## config.mk

```make
export PLATFORM = sky130hd
export DESIGN_NAME = rtc_periodic_div
export DESIGN_NICKNAME = d
export VERILOG_FILES = /design/src/rtl/rtc_pdiv_pkg.sv /design/src/rtl/rtc_pdiv_mode_dec.sv /design/src/rtl/rtc_pdiv_chain.sv /design/src/rtl/rtc_pdiv_rate_sel.sv /design/src/rtl/rtc_pdiv_flag.sv /design/src/rtl/rtc_periodic_div.sv
export SDC_FILE = /design/constraint.sdc
export NUM_CORES = 1
export LEC_CHECK = 0
export BUFFER_PORTS_ARGS = -buffer_cell sky130_fd_sc_hd__buf_2
export CAP_MARGIN = 30
export CORE_ASPECT_RATIO = 1.2
export CORE_MARGIN = 4
export CORE_UTILIZATION = 50
export CTS_BUF_LIST = sky130_fd_sc_hd__clkbuf_4 sky130_fd_sc_hd__clkbuf_8
export DETAILED_ROUTE_END_ITERATION = 16
export MAX_ROUTING_LAYER = met4
export PLACE_DENSITY = 0.7
export SLEW_MARGIN = 20
export SYNTH_ARGS = -nofsm -noshare
export SYNTH_HDL_FRONTEND = slang
export SYNTH_SLANG_ARGS = --single-unit
```

## constraint.sdc

```tcl
create_clock -name clk -period 6.8 [get_ports clk]
set_clock_uncertainty 0.15 [all_clocks]
set_input_delay 0.68 -clock clk [delete_from_list [all_inputs] [get_ports clk]]
set_output_delay 0.68 -clock clk [all_outputs]
set_load 0.005 [all_outputs]
```

## src/rtl/rtc_pdiv_pkg.sv

```systemverilog
`timescale 1ns/1ps
package rtc_pdiv_pkg;

  typedef enum logic [1:0] {
    CH_STOP  = 2'd0,
    CH_RUN   = 2'd1,
    CH_TEST  = 2'd2,
    CH_CLEAR = 2'd3
  } chain_mode_e;

  typedef struct packed {
    logic       en;
    logic [3:0] bit_idx;
  } tap_sel_t;

  // Mode field decode: top bit forces clear, 00x stops, 01x runs.
  function automatic chain_mode_e decode_mode(input logic [2:0] m);
    if (m[2])       return CH_CLEAR;
    else if (!m[1]) return CH_STOP;
    else if (m[0])  return CH_TEST;
    else            return CH_RUN;
  endfunction

  // Rate code to chain bit. Divider output n is chain bit n-1.
  // Codes 1 and 2 alias outputs 7 and 8; codes 3..15 give outputs 2..14.
  function automatic tap_sel_t rate_to_tap(input logic [3:0] code);
    tap_sel_t t;
    t.en = 1'b1;
    unique case (code)
      4'd0:    begin t.en = 1'b0; t.bit_idx = 4'd0; end
      4'd1:    t.bit_idx = 4'd6;
      4'd2:    t.bit_idx = 4'd7;
      default: t.bit_idx = code - 4'd2;
    endcase
    return t;
  endfunction

endpackage

```

## src/rtl/rtc_pdiv_mode_dec.sv

```systemverilog
`timescale 1ns/1ps
module rtc_pdiv_mode_dec
  import rtc_pdiv_pkg::*;
(
  input  logic [2:0]  mode,
  output chain_mode_e cmode
);
  always_comb cmode = decode_mode(mode);
endmodule

```

## src/rtl/rtc_pdiv_chain.sv

```systemverilog
`timescale 1ns/1ps
module rtc_pdiv_chain
  import rtc_pdiv_pkg::*;
#(
  parameter int CHAIN_W    = 15,
  parameter int TEST_SPLIT = 5
) (
  input  logic               clk,
  input  logic               rst_n,
  input  logic               tick_en,
  input  chain_mode_e        cmode,
  output logic [CHAIN_W-1:0] cnt_q,
  output logic [CHAIN_W-1:0] rise
);
  localparam int LO_W = TEST_SPLIT;
  localparam int HI_W = CHAIN_W - TEST_SPLIT;

  logic               adv;
  logic               test_m;
  logic [LO_W-1:0]    lo_nxt;
  logic               lo_carry;
  logic               hi_step;
  logic [HI_W-1:0]    hi_nxt;
  logic [CHAIN_W-1:0] cnt_d;

  always_comb begin
    test_m   = (cmode == CH_TEST);
    adv      = tick_en && ((cmode == CH_RUN) || test_m);
    lo_nxt   = cnt_q[LO_W-1:0] + {{(LO_W-1){1'b0}}, 1'b1};
    lo_carry = &cnt_q[LO_W-1:0];
    hi_step  = test_m ? 1'b1 : lo_carry;
    hi_nxt   = cnt_q[CHAIN_W-1:LO_W] + {{(HI_W-1){1'b0}}, hi_step};
    if (cmode == CH_CLEAR) cnt_d = '0;
    else if (adv)          cnt_d = {hi_nxt, lo_nxt};
    else                   cnt_d = cnt_q;
  end

  always_ff @(posedge clk or negedge rst_n) begin
    if (!rst_n) cnt_q <= '0;
    else        cnt_q <= cnt_d;
  end

  for (genvar i = 0; i < CHAIN_W; i++) begin : g_rise
    assign rise[i] = adv && !cnt_q[i] && cnt_d[i];
  end
endmodule

```

## src/rtl/rtc_pdiv_rate_sel.sv

```systemverilog
`timescale 1ns/1ps
module rtc_pdiv_rate_sel
  import rtc_pdiv_pkg::*;
#(
  parameter int CHAIN_W = 15
) (
  input  logic [3:0]         rate_sel,
  input  logic [CHAIN_W-1:0] rise,
  output logic               tap_rise
);
  tap_sel_t sel;
  always_comb begin
    sel      = rate_to_tap(rate_sel);
    tap_rise = sel.en && rise[sel.bit_idx];
  end
endmodule

```

## src/rtl/rtc_pdiv_flag.sv

```systemverilog
`timescale 1ns/1ps
module rtc_pdiv_flag (
  input  logic clk,
  input  logic rst_n,
  input  logic tap_rise,
  input  logic status_rd,
  input  logic irq_en,
  output logic per_flag,
  output logic irq
);
  logic flag_d;
  always_comb begin
    if (tap_rise)       flag_d = 1'b1;
    else if (status_rd) flag_d = 1'b0;
    else                flag_d = per_flag;
  end

  always_ff @(posedge clk or negedge rst_n) begin
    if (!rst_n) per_flag <= 1'b0;
    else        per_flag <= flag_d;
  end

  assign irq = per_flag && irq_en;
endmodule

```

## src/rtl/rtc_periodic_div.sv

```systemverilog
`timescale 1ns/1ps
module rtc_periodic_div
  import rtc_pdiv_pkg::*;
#(
  parameter int CHAIN_W    = 15,
  parameter int TEST_SPLIT = 5
) (
  input  logic       clk,
  input  logic       rst_n,
  input  logic       tick_en,
  input  logic [2:0] mode,
  input  logic [3:0] rate_sel,
  input  logic       irq_en,
  input  logic       status_rd,
  output logic       per_flag,
  output logic       irq,
  output logic       sec_tick
);
  chain_mode_e        cmode;
  logic [CHAIN_W-1:0] chain_q;
  logic [CHAIN_W-1:0] rise;
  logic               tap_rise;

  rtc_pdiv_mode_dec u_mode (
    .mode  (mode),
    .cmode (cmode)
  );

  rtc_pdiv_chain #(.CHAIN_W(CHAIN_W), .TEST_SPLIT(TEST_SPLIT)) u_chain (
    .clk     (clk),
    .rst_n   (rst_n),
    .tick_en (tick_en),
    .cmode   (cmode),
    .cnt_q   (chain_q),
    .rise    (rise)
  );

  rtc_pdiv_rate_sel #(.CHAIN_W(CHAIN_W)) u_rate (
    .rate_sel (rate_sel),
    .rise     (rise),
    .tap_rise (tap_rise)
  );

  rtc_pdiv_flag u_flag (
    .clk       (clk),
    .rst_n     (rst_n),
    .tap_rise  (tap_rise),
    .status_rd (status_rd),
    .irq_en    (irq_en),
    .per_flag  (per_flag),
    .irq       (irq)
  );

  // Update tick: registered pulse on each rise of the last stage.
  always_ff @(posedge clk or negedge rst_n) begin
    if (!rst_n) sec_tick <= 1'b0;
    else        sec_tick <= rise[CHAIN_W-1];
  end
endmodule

```

Word level (Yosys, flattened, before mapping)
Cells that the tools add are included.
- logic and storage cells: 76
- input bits: 12
- output and inout port bits: 3
- register bits after elaboration: 17
- reductions and logical operators: 52
- add/sub/neg operators: 3
- eq/ne operators: 5
- multiplexer cells: 12
- $lt $le $gt $ge: 1
- operators with widths (cell ; count):
    1-bit logical AND ; 33
    15-bit 2-to-1 mux ; 2
    1-bit zero test ; 15
    4-bit one-hot mux with 3 select lines ; 1
    10-bit by 1-bit adder with 10-bit output ; 1
    2-bit 2-to-1 mux ; 3
    5-bit by 1-bit adder with 5-bit output (second input constant) ; 1
    4-bit by 5-bit less-than comparator with 1-bit output (second input constant) ; 1
    1-bit 2-to-1 mux ; 5
    5-bit AND reduction ; 1
    1-bit binary-select mux with 4-bit select ; 1
    2-bit == test (second input constant) ; 2
    4-bit by 1-bit == test with 1-bit output (second input constant) ; 1
    4-bit by 2-bit == test with 1-bit output (second input constant) ; 1
    4-bit zero test ; 1
    4-bit by 2-bit subtractor with 4-bit output (second input constant) ; 1
    2-bit by 1-bit == test with 1-bit output (second input constant) ; 1
    2-bit nonzero test ; 1
    1-bit logical OR ; 1

Longest topological paths before layout
- word-level depth: 13
- gate-level depth with buffers: 11
- gate-level depth less buffers: 11

Cells and area by module
Synthesis repeated with hierarchy kept, for this count alone.
- cells, all modules: 166
- area, all modules: 1378.8 µm²
- by module, submodules not included (module ; instances ; cells an instance ; seq. area each (µm²) ; area each (µm²)):
    rtc_pdiv_chain ; 1 ; 106 ; 375.4 ; 960.9
    rtc_pdiv_rate_sel ; 1 ; 52 ; 0.0 ; 330.3
    rtc_pdiv_flag ; 1 ; 4 ; 25.0 ; 42.5
    rtc_periodic_div ; 1 ; 1 ; 25.0 ; 25.0
    rtc_pdiv_mode_dec ; 1 ; 3 ; 0.0 ; 20.0

Worst setup path before layout
Ideal clock, no wire load.
- path kind: input-to-reg
- start: in mode[2]
- end: reg u_flag.per_flag
- arrival: 2.370 ns
- setup time: 0.087 ns
- required time: 6.563 ns
- stages on the path: 10
- path slack: 4.193 ns
- path buffers: 1
- cells stage by stage: clkbuf_1 inv_1 a31o_2 ha_1 ha_1 nand3_1 or3_1 nor4_1 nor3_1 a211oi_2
- cells in the longest elaborated chain, start to end: 11
- elaborated cells between the ends (all ways): 45
- those cells by class: add/sub: 1; eq/ne: 3; mux: 7; reduce/logical: 34
- RTL lines (element ; line ; text):
    from (decl) ; rtc_periodic_div.sv:11 ; input logic [2:0] mode,
    2-bit 2-to-1 mux (*) ; rtc_pdiv_pkg.sv:18 ; if (m[2]) return CH_CLEAR;
    2-bit == test or 2-bit by 1-bit == test with 1-bit output (tied branches) ; rtc_pdiv_chain.sv:27, rtc_pdiv_chain.sv:28 ;
    1-bit 2-to-1 mux or 1-bit logical OR (tied branches) ; rtc_pdiv_chain.sv:31, rtc_pdiv_chain.sv:28 ;
    10-bit by 1-bit adder with 10-bit output or 1-bit logical AND (tied branches) ; rtc_pdiv_chain.sv:32, rtc_pdiv_chain.sv:28 ;
    15-bit 2-to-1 mux ; rtc_pdiv_chain.sv:34 ; else if (adv) cnt_d = {hi_nxt, lo_nxt};
    15-bit 2-to-1 mux ; rtc_pdiv_chain.sv:33 ; if (cmode == CH_CLEAR) cnt_d = '0;
    1-bit logical AND ; rtc_pdiv_chain.sv:44 ; assign rise[i] = adv && !cnt_q[i] && cnt_d[i];
    1-bit binary-select mux with 4-bit select (*) ; rtc_pdiv_rate_sel.sv:14 ; tap_rise = sel.en && rise[sel.bit_idx];
    1-bit 2-to-1 mux (not written as such) (*) ; rtc_pdiv_rate_sel.sv:14 ;
    1-bit logical AND (*) ; rtc_pdiv_rate_sel.sv:14 ;
    1-bit 2-to-1 mux or 2-bit nonzero test (tied branches) ; n/a ;
    to (signal assigned) ; rtc_pdiv_flag.sv:20 ; else per_flag <= flag_d;
    to (decl) ; rtc_pdiv_flag.sv:8 ; output logic per_flag,
Mark *: on every way between the ends. The rest lies on a longest branch, timed or not. The select of a mux whose other input is x is not followed.
A chain may end at the register's enable or synchronous reset.

Worst setup path after layout
- start: reg u_chain.cnt_q[1]
- end: reg u_flag.per_flag
- cells in the longest elaborated chain, start to end: 10
- elaborated cells between the ends (all ways): 27
- those cells by class: add/sub: 2; mux: 6; reduce/logical: 19
- RTL lines (element ; line ; text):
    from (decl) ; rtc_pdiv_chain.sv:12 ; output logic [CHAIN_W-1:0] cnt_q,
    from (signal assigned) ; rtc_pdiv_chain.sv:40 ; else cnt_q <= cnt_d;
    5-bit AND reduction ; rtc_pdiv_chain.sv:30 ; lo_carry = &cnt_q[LO_W-1:0];
    1-bit 2-to-1 mux ; rtc_pdiv_chain.sv:31 ; hi_step = test_m ? 1'b1 : lo_carry;
    10-bit by 1-bit adder with 10-bit output ; rtc_pdiv_chain.sv:32 ; hi_nxt = cnt_q[CHAIN_W-1:LO_W] + {{(HI_W-1){1'b0}}, hi_step};
    15-bit 2-to-1 mux ; rtc_pdiv_chain.sv:34 ;
    15-bit 2-to-1 mux ; rtc_pdiv_chain.sv:33 ;
    1-bit logical AND ; rtc_pdiv_chain.sv:44 ;
    1-bit binary-select mux with 4-bit select (*) ; rtc_pdiv_rate_sel.sv:14 ;
    1-bit 2-to-1 mux (not written as such) (*) ; rtc_pdiv_rate_sel.sv:14 ;
    1-bit logical AND (*) ; rtc_pdiv_rate_sel.sv:14 ;
    1-bit 2-to-1 mux or 2-bit nonzero test (tied branches) ; n/a ;
Marked as above.

==> metrics.txt <==
# TYPE chip_impl_metric gauge
chip_impl_info{name="synth.largest_area_cell",value="sky130_fd_sc_hd__dfrtp_1"} 1
chip_impl_metric{name="drc",unit=""} 0
chip_impl_metric{name="timing.final.max_slew_violations",unit=""} 0
chip_impl_info{name="crit_path_start_kind",value="flop"} 1
chip_impl_metric{name="cts.reportedPaths.clkPinSlew",unit="ps"} 100
chip_impl_metric{name="num_vias",unit=""} 1102
chip_impl_info{name="critical_path.cell_chain",value="ha_1 > and3_1 > ha_1 > a31o_2 > ha_1 > ha_1 > nand3_1 > or3_1 > nor4_1 > nor3_1 > a211oi_2"} 1
chip_impl_metric{name="setup_viol_count_final",unit=""} 0
chip_impl_metric{name="cp_data_arrival_time",unit="ps"} 2900
chip_impl_metric{name="cellLeakagePower",unit="nW"} 0.557
chip_impl_metric{name="grt_pass1_vias",unit=""} 1032
chip_impl_info{name="outcome",value="complete, no violations"} 1
chip_impl_metric{name="drtIter0Drc",unit=""} 55
chip_impl_metric{name="ys_seq_elements",unit=""} 17
chip_impl_metric{name="finalCritPeriodShare",unit="%"} 41.8
chip_impl_metric{name="routed_wirelength",unit="µm"} 2690
chip_impl_info{name="critical-path-slowest-cell",value="sky130_fd_sc_hd__dfrtp_1"} 1
chip_impl_metric{name="ir_worst_vdd",unit="µV"} 103
chip_impl_info{name="grt_setup_unrepaired",value="false"} 1
chip_impl_metric{name="cts-resized-gates",unit=""} 0
chip_impl_metric{name="synthDistinctLibCells",unit=""} 42
chip_impl_metric{name="core_area",unit="µm²"} 2330
chip_impl_metric{name="post-route-min-period",unit="ps"} 2840
chip_impl_metric{name="synth.net_count",unit=""} 159
chip_impl_metric{name="synth_sequential_area_ratio",unit="%"} 34.6
chip_impl_metric{name="multi_input_area",unit="µm²"} 721
chip_impl_metric{name="chipWidth",unit="µm"} 53.3
chip_impl_metric{name="cap_violations",unit=""} 0
chip_impl_metric{name="gpl.final_weighted_congestion",unit=""} 0.890
chip_impl_metric{name="totalNegativeSetupSlack",unit="ps"} 0
chip_impl_metric{name="route.detailed.vias_per_inst",unit=""} 6.09
chip_impl_metric{name="cts_sinks",unit=""} 17
chip_impl_metric{name="cp_num_buf_inv",unit=""} 0
chip_impl_metric{name="antenna_found_initial",unit=""} 0
chip_impl_metric{name="dp.cells",unit=""} 177
chip_impl_metric{name="max-slew-margin-rel",unit="%"} 59.8
chip_impl_metric{name="io_pins",unit=""} 15
chip_impl_metric{name="insertion_delay",unit="ps"} 290
chip_impl_metric{name="wire_length_of_the_first_global_routing_pass",unit="µm"} 4650
chip_impl_metric{name="avgSynthCellArea",unit="µm²"} 8.71
chip_impl_metric{name="ys_warn_count",unit=""} 0
chip_impl_info{name="cts_root_buffer",value="sky130_fd_sc_hd__clkbuf_4"} 1
chip_impl_info{name="yosys-top-cells-area",value="sky130_fd_sc_hd__dfrtp_1 35%, sky130_fd_sc_hd__ha_1 6.1%, sky130_fd_sc_hd__nand2_1 4.9%"} 1
chip_impl_metric{name="die_h",unit="µm"} 62.3
chip_impl_metric{name="worst_path_largest_cell_delay",unit="ps"} 440
chip_impl_metric{name="initial_utilization",unit="%"} 52.7
chip_impl_metric{name="numnets_final",unit=""} 169
chip_impl_metric{name="die_area",unit="µm²"} 3320
chip_impl_metric{name="post-dp-hpwl",unit="µm"} 1990
chip_impl_metric{name="power.density_cell_area",unit="nW/µm²"} 146
chip_impl_metric{name="synth.cell_area",unit="µm²"} 1230
chip_impl_metric{name="path_depth",unit=""} 11
chip_impl_metric{name="antenna_left",unit=""} 0
chip_impl_metric{name="avgRoutedWirePerCell",unit="µm"} 14.9
chip_impl_metric{name="worst-r2r-cell-count",unit=""} 11
chip_impl_info{name="yosys_most_used_dff",value="sky130_fd_sc_hd__dfrtp_1"} 1
chip_impl_metric{name="grt_max_degree",unit=""} 19
chip_impl_metric{name="cts_htree_levels",unit=""} 1
chip_impl_metric{name="postSynth.asyncResetShare",unit="%"} 100
chip_impl_info{name="worst_path_most_repeated_cell",value="sky130_fd_sc_hd__ha_1"} 1
chip_impl_metric{name="drt-pass1-iter-count",unit=""} 5
chip_impl_metric{name="finish.cell_count_without_fillers",unit=""} 181
chip_impl_metric{name="hold_buffers",unit=""} 0
chip_impl_metric{name="num_antenna_cells",unit=""} 0
chip_impl_metric{name="ff_latch_area",unit="µm²"} 425
chip_impl_metric{name="final.fill_count",unit=""} 228
chip_impl_metric{name="groute.usage.overall",unit="%"} 18.3
chip_impl_metric{name="worst_slew_pin_slew",unit="ps"} 599
chip_impl_metric{name="cts_max_path_buffers",unit=""} 2
chip_impl_info{name="cp-end-kind",value="flop"} 1
chip_impl_info{name="cts_tree",value="built"} 1
chip_impl_metric{name="worst_ep_required_time",unit="ps"} 6860
chip_impl_metric{name="buffers_inserted_by_post_cts_timing_repair",unit=""} 0
chip_impl_metric{name="synthCells",unit=""} 141
chip_impl_metric{name="timing.critical_path.fanout_max",unit=""} 5
chip_impl_metric{name="finalPower",unit="mW"} 0.192
chip_impl_metric{name="grt_overflow",unit=""} 0
chip_impl_info{name="path_delay_family",value="simple AND/OR/NAND/NOR gates"} 1
chip_impl_metric{name="finalHoldViolCount",unit=""} 0
chip_impl_metric{name="netlist.area_leader.share",unit="%"} 34.6
chip_impl_metric{name="fmax",unit="MHz"} 352
chip_impl_metric{name="area.growth.synth_to_final",unit="%"} 6.72
chip_impl_info{name="hold_path.class",value="input pin to async pin"} 1
chip_impl_metric{name="io_buffers",unit=""} 14
chip_impl_metric{name="final_layout_size_suffix_gt1_share",unit="%"} 14.7
chip_impl_metric{name="fp-row-count",unit=""} 19
chip_impl_metric{name="cts-buffers-inserted",unit=""} 3
chip_impl_info{name="critPathKind",value="flop to flop"} 1
chip_impl_metric{name="synth_edf_count",unit=""} 0
==> cells in the mapped netlist, types with 2 or more instances <==
cell and count:
sky130_fd_sc_hd__nand2b_1 4, sky130_fd_sc_hd__ha_1 6, sky130_fd_sc_hd__o31ai_1 2, sky130_fd_sc_hd__nand4_1 2
sky130_fd_sc_hd__xor2_1 4, sky130_fd_sc_hd__o2111ai_1 2, sky130_fd_sc_hd__or3_1 8, sky130_fd_sc_hd__a211oi_1 2
sky130_fd_sc_hd__a21o_1 2, sky130_fd_sc_hd__buf_6 2, sky130_fd_sc_hd__nor3b_1 5, sky130_fd_sc_hd__nor4b_1 2
sky130_fd_sc_hd__and2_1 2, sky130_fd_sc_hd__o21ai_1 2, sky130_fd_sc_hd__inv_1 7, sky130_fd_sc_hd__buf_2 3
sky130_fd_sc_hd__nor3_1 2, sky130_fd_sc_hd__dfrtp_1 17, sky130_fd_sc_hd__clkbuf_1 3, sky130_fd_sc_hd__and4b_1 2
sky130_fd_sc_hd__o21a_1 2, sky130_fd_sc_hd__nand3_1 4, sky130_fd_sc_hd__nand2_1 16, sky130_fd_sc_hd__nor2_1 7
sky130_fd_sc_hd__a21oi_1 10, sky130_fd_sc_hd__o21ai_0 7
==> routing by layer <==
layer  global-route usage, %  up-vias  part of all wire [%]
li1                        -      535                     -
met1                    24.8      527                    47
met2                    28.1       33                    47
met3                    2.87        7                   4.9
met4                    4.79        0                   1.6
met5                       -        -                     0
==> final timing paths <==
| check | from | endpoint | slack [ps] |
|---|---|---|---|
| min in group clk | u_chain.cnt_q[14] | sec_tick | 350 |
| worst min register to register | u_chain.cnt_q[14] | sec_tick | 350 |
| worst min-delay path | rst_n | u_flag.per_flag | 140 |
| worst max register to register | u_chain.cnt_q[1] | u_flag.per_flag | 3960 |
| worst max-delay path | u_chain.cnt_q[1] | u_flag.per_flag | 3960 |
| max in group asynchronous | rst_n | u_chain.cnt_q[9] | 6080 |
==> power by group <==
group          leakage (nW)  switching [mW]  internal (mW)  total (mW)
logic                 0.303          0.0190         0.0105      0.0295
clock network        0.0184          0.0320         0.0268      0.0588
registers             0.236         0.00115          0.103       0.104
total                 0.557          0.0521          0.140       0.192
==> kinds of logic (layout without fill, tap and decap cells) <==
logic type,count (synthesis),in the layout,share of synthesized area [%]
compound gates,38,38,22.1
fa+ha+maj,6,6,6.11
buf+inv,16,25,6.72
flops,17,17,34.6
simple gates,60,60,27.6
xor+xnor,4,4,2.85
==> layout make-up <==
type,count,share of cell area (%)
multi-input combinational,108,55.0
sequential,17,32.4
timing repair buffer,14,5.34
tap,31,2.96
clock buffer,4,2.29
inverter,7,2.00
==> registers in the layout (all words and copies together), names as in the netlist <==
register / flops
u_chain.cnt_q: 15
sec_tick: 1
u_flag.per_flag: 1
==> cell usage in the layout, fill, tap and decap left out, types with 2 or more instances in the layout <==
cell type                    n
sky130_fd_sc_hd__nand3_1     4
sky130_fd_sc_hd__a21o_1      2
sky130_fd_sc_hd__a211oi_1    2
sky130_fd_sc_hd__o21ai_1     2
sky130_fd_sc_hd__o2111ai_1   2
sky130_fd_sc_hd__o21ai_0     7
sky130_fd_sc_hd__o31ai_1     2
sky130_fd_sc_hd__a21oi_1    10
sky130_fd_sc_hd__inv_1       7
sky130_fd_sc_hd__nor4b_1     2
sky130_fd_sc_hd__nor3b_1     5
sky130_fd_sc_hd__dfrtp_1    17
sky130_fd_sc_hd__and4b_1     2
sky130_fd_sc_hd__nand2_1    16
sky130_fd_sc_hd__xor2_1      4
sky130_fd_sc_hd__nand2b_1    4
sky130_fd_sc_hd__or3_1       8
sky130_fd_sc_hd__nor2_1      7
sky130_fd_sc_hd__and2_1      2
sky130_fd_sc_hd__ha_1        6
sky130_fd_sc_hd__clkbuf_4    4
sky130_fd_sc_hd__nand4_1     2
sky130_fd_sc_hd__buf_2      14
sky130_fd_sc_hd__nor3_1      2
sky130_fd_sc_hd__o21a_1      2
==> per-stage QoR <==
step           instance area, µm²  util, %  hold WS (ps)  setup WS [ps]
2_1_floorplan                1230        -           234           4190
3_3_place_gp                 1280     55.0           314           3850
3_5_place_dp                 1280     55.0           333           3750
4_1_cts                      1310     56.3           151           3970
5_1_grt                      1310     56.3           163           3770
6_report                     1310     56.3           142           3960
Power figures use the tool's default switching activity.
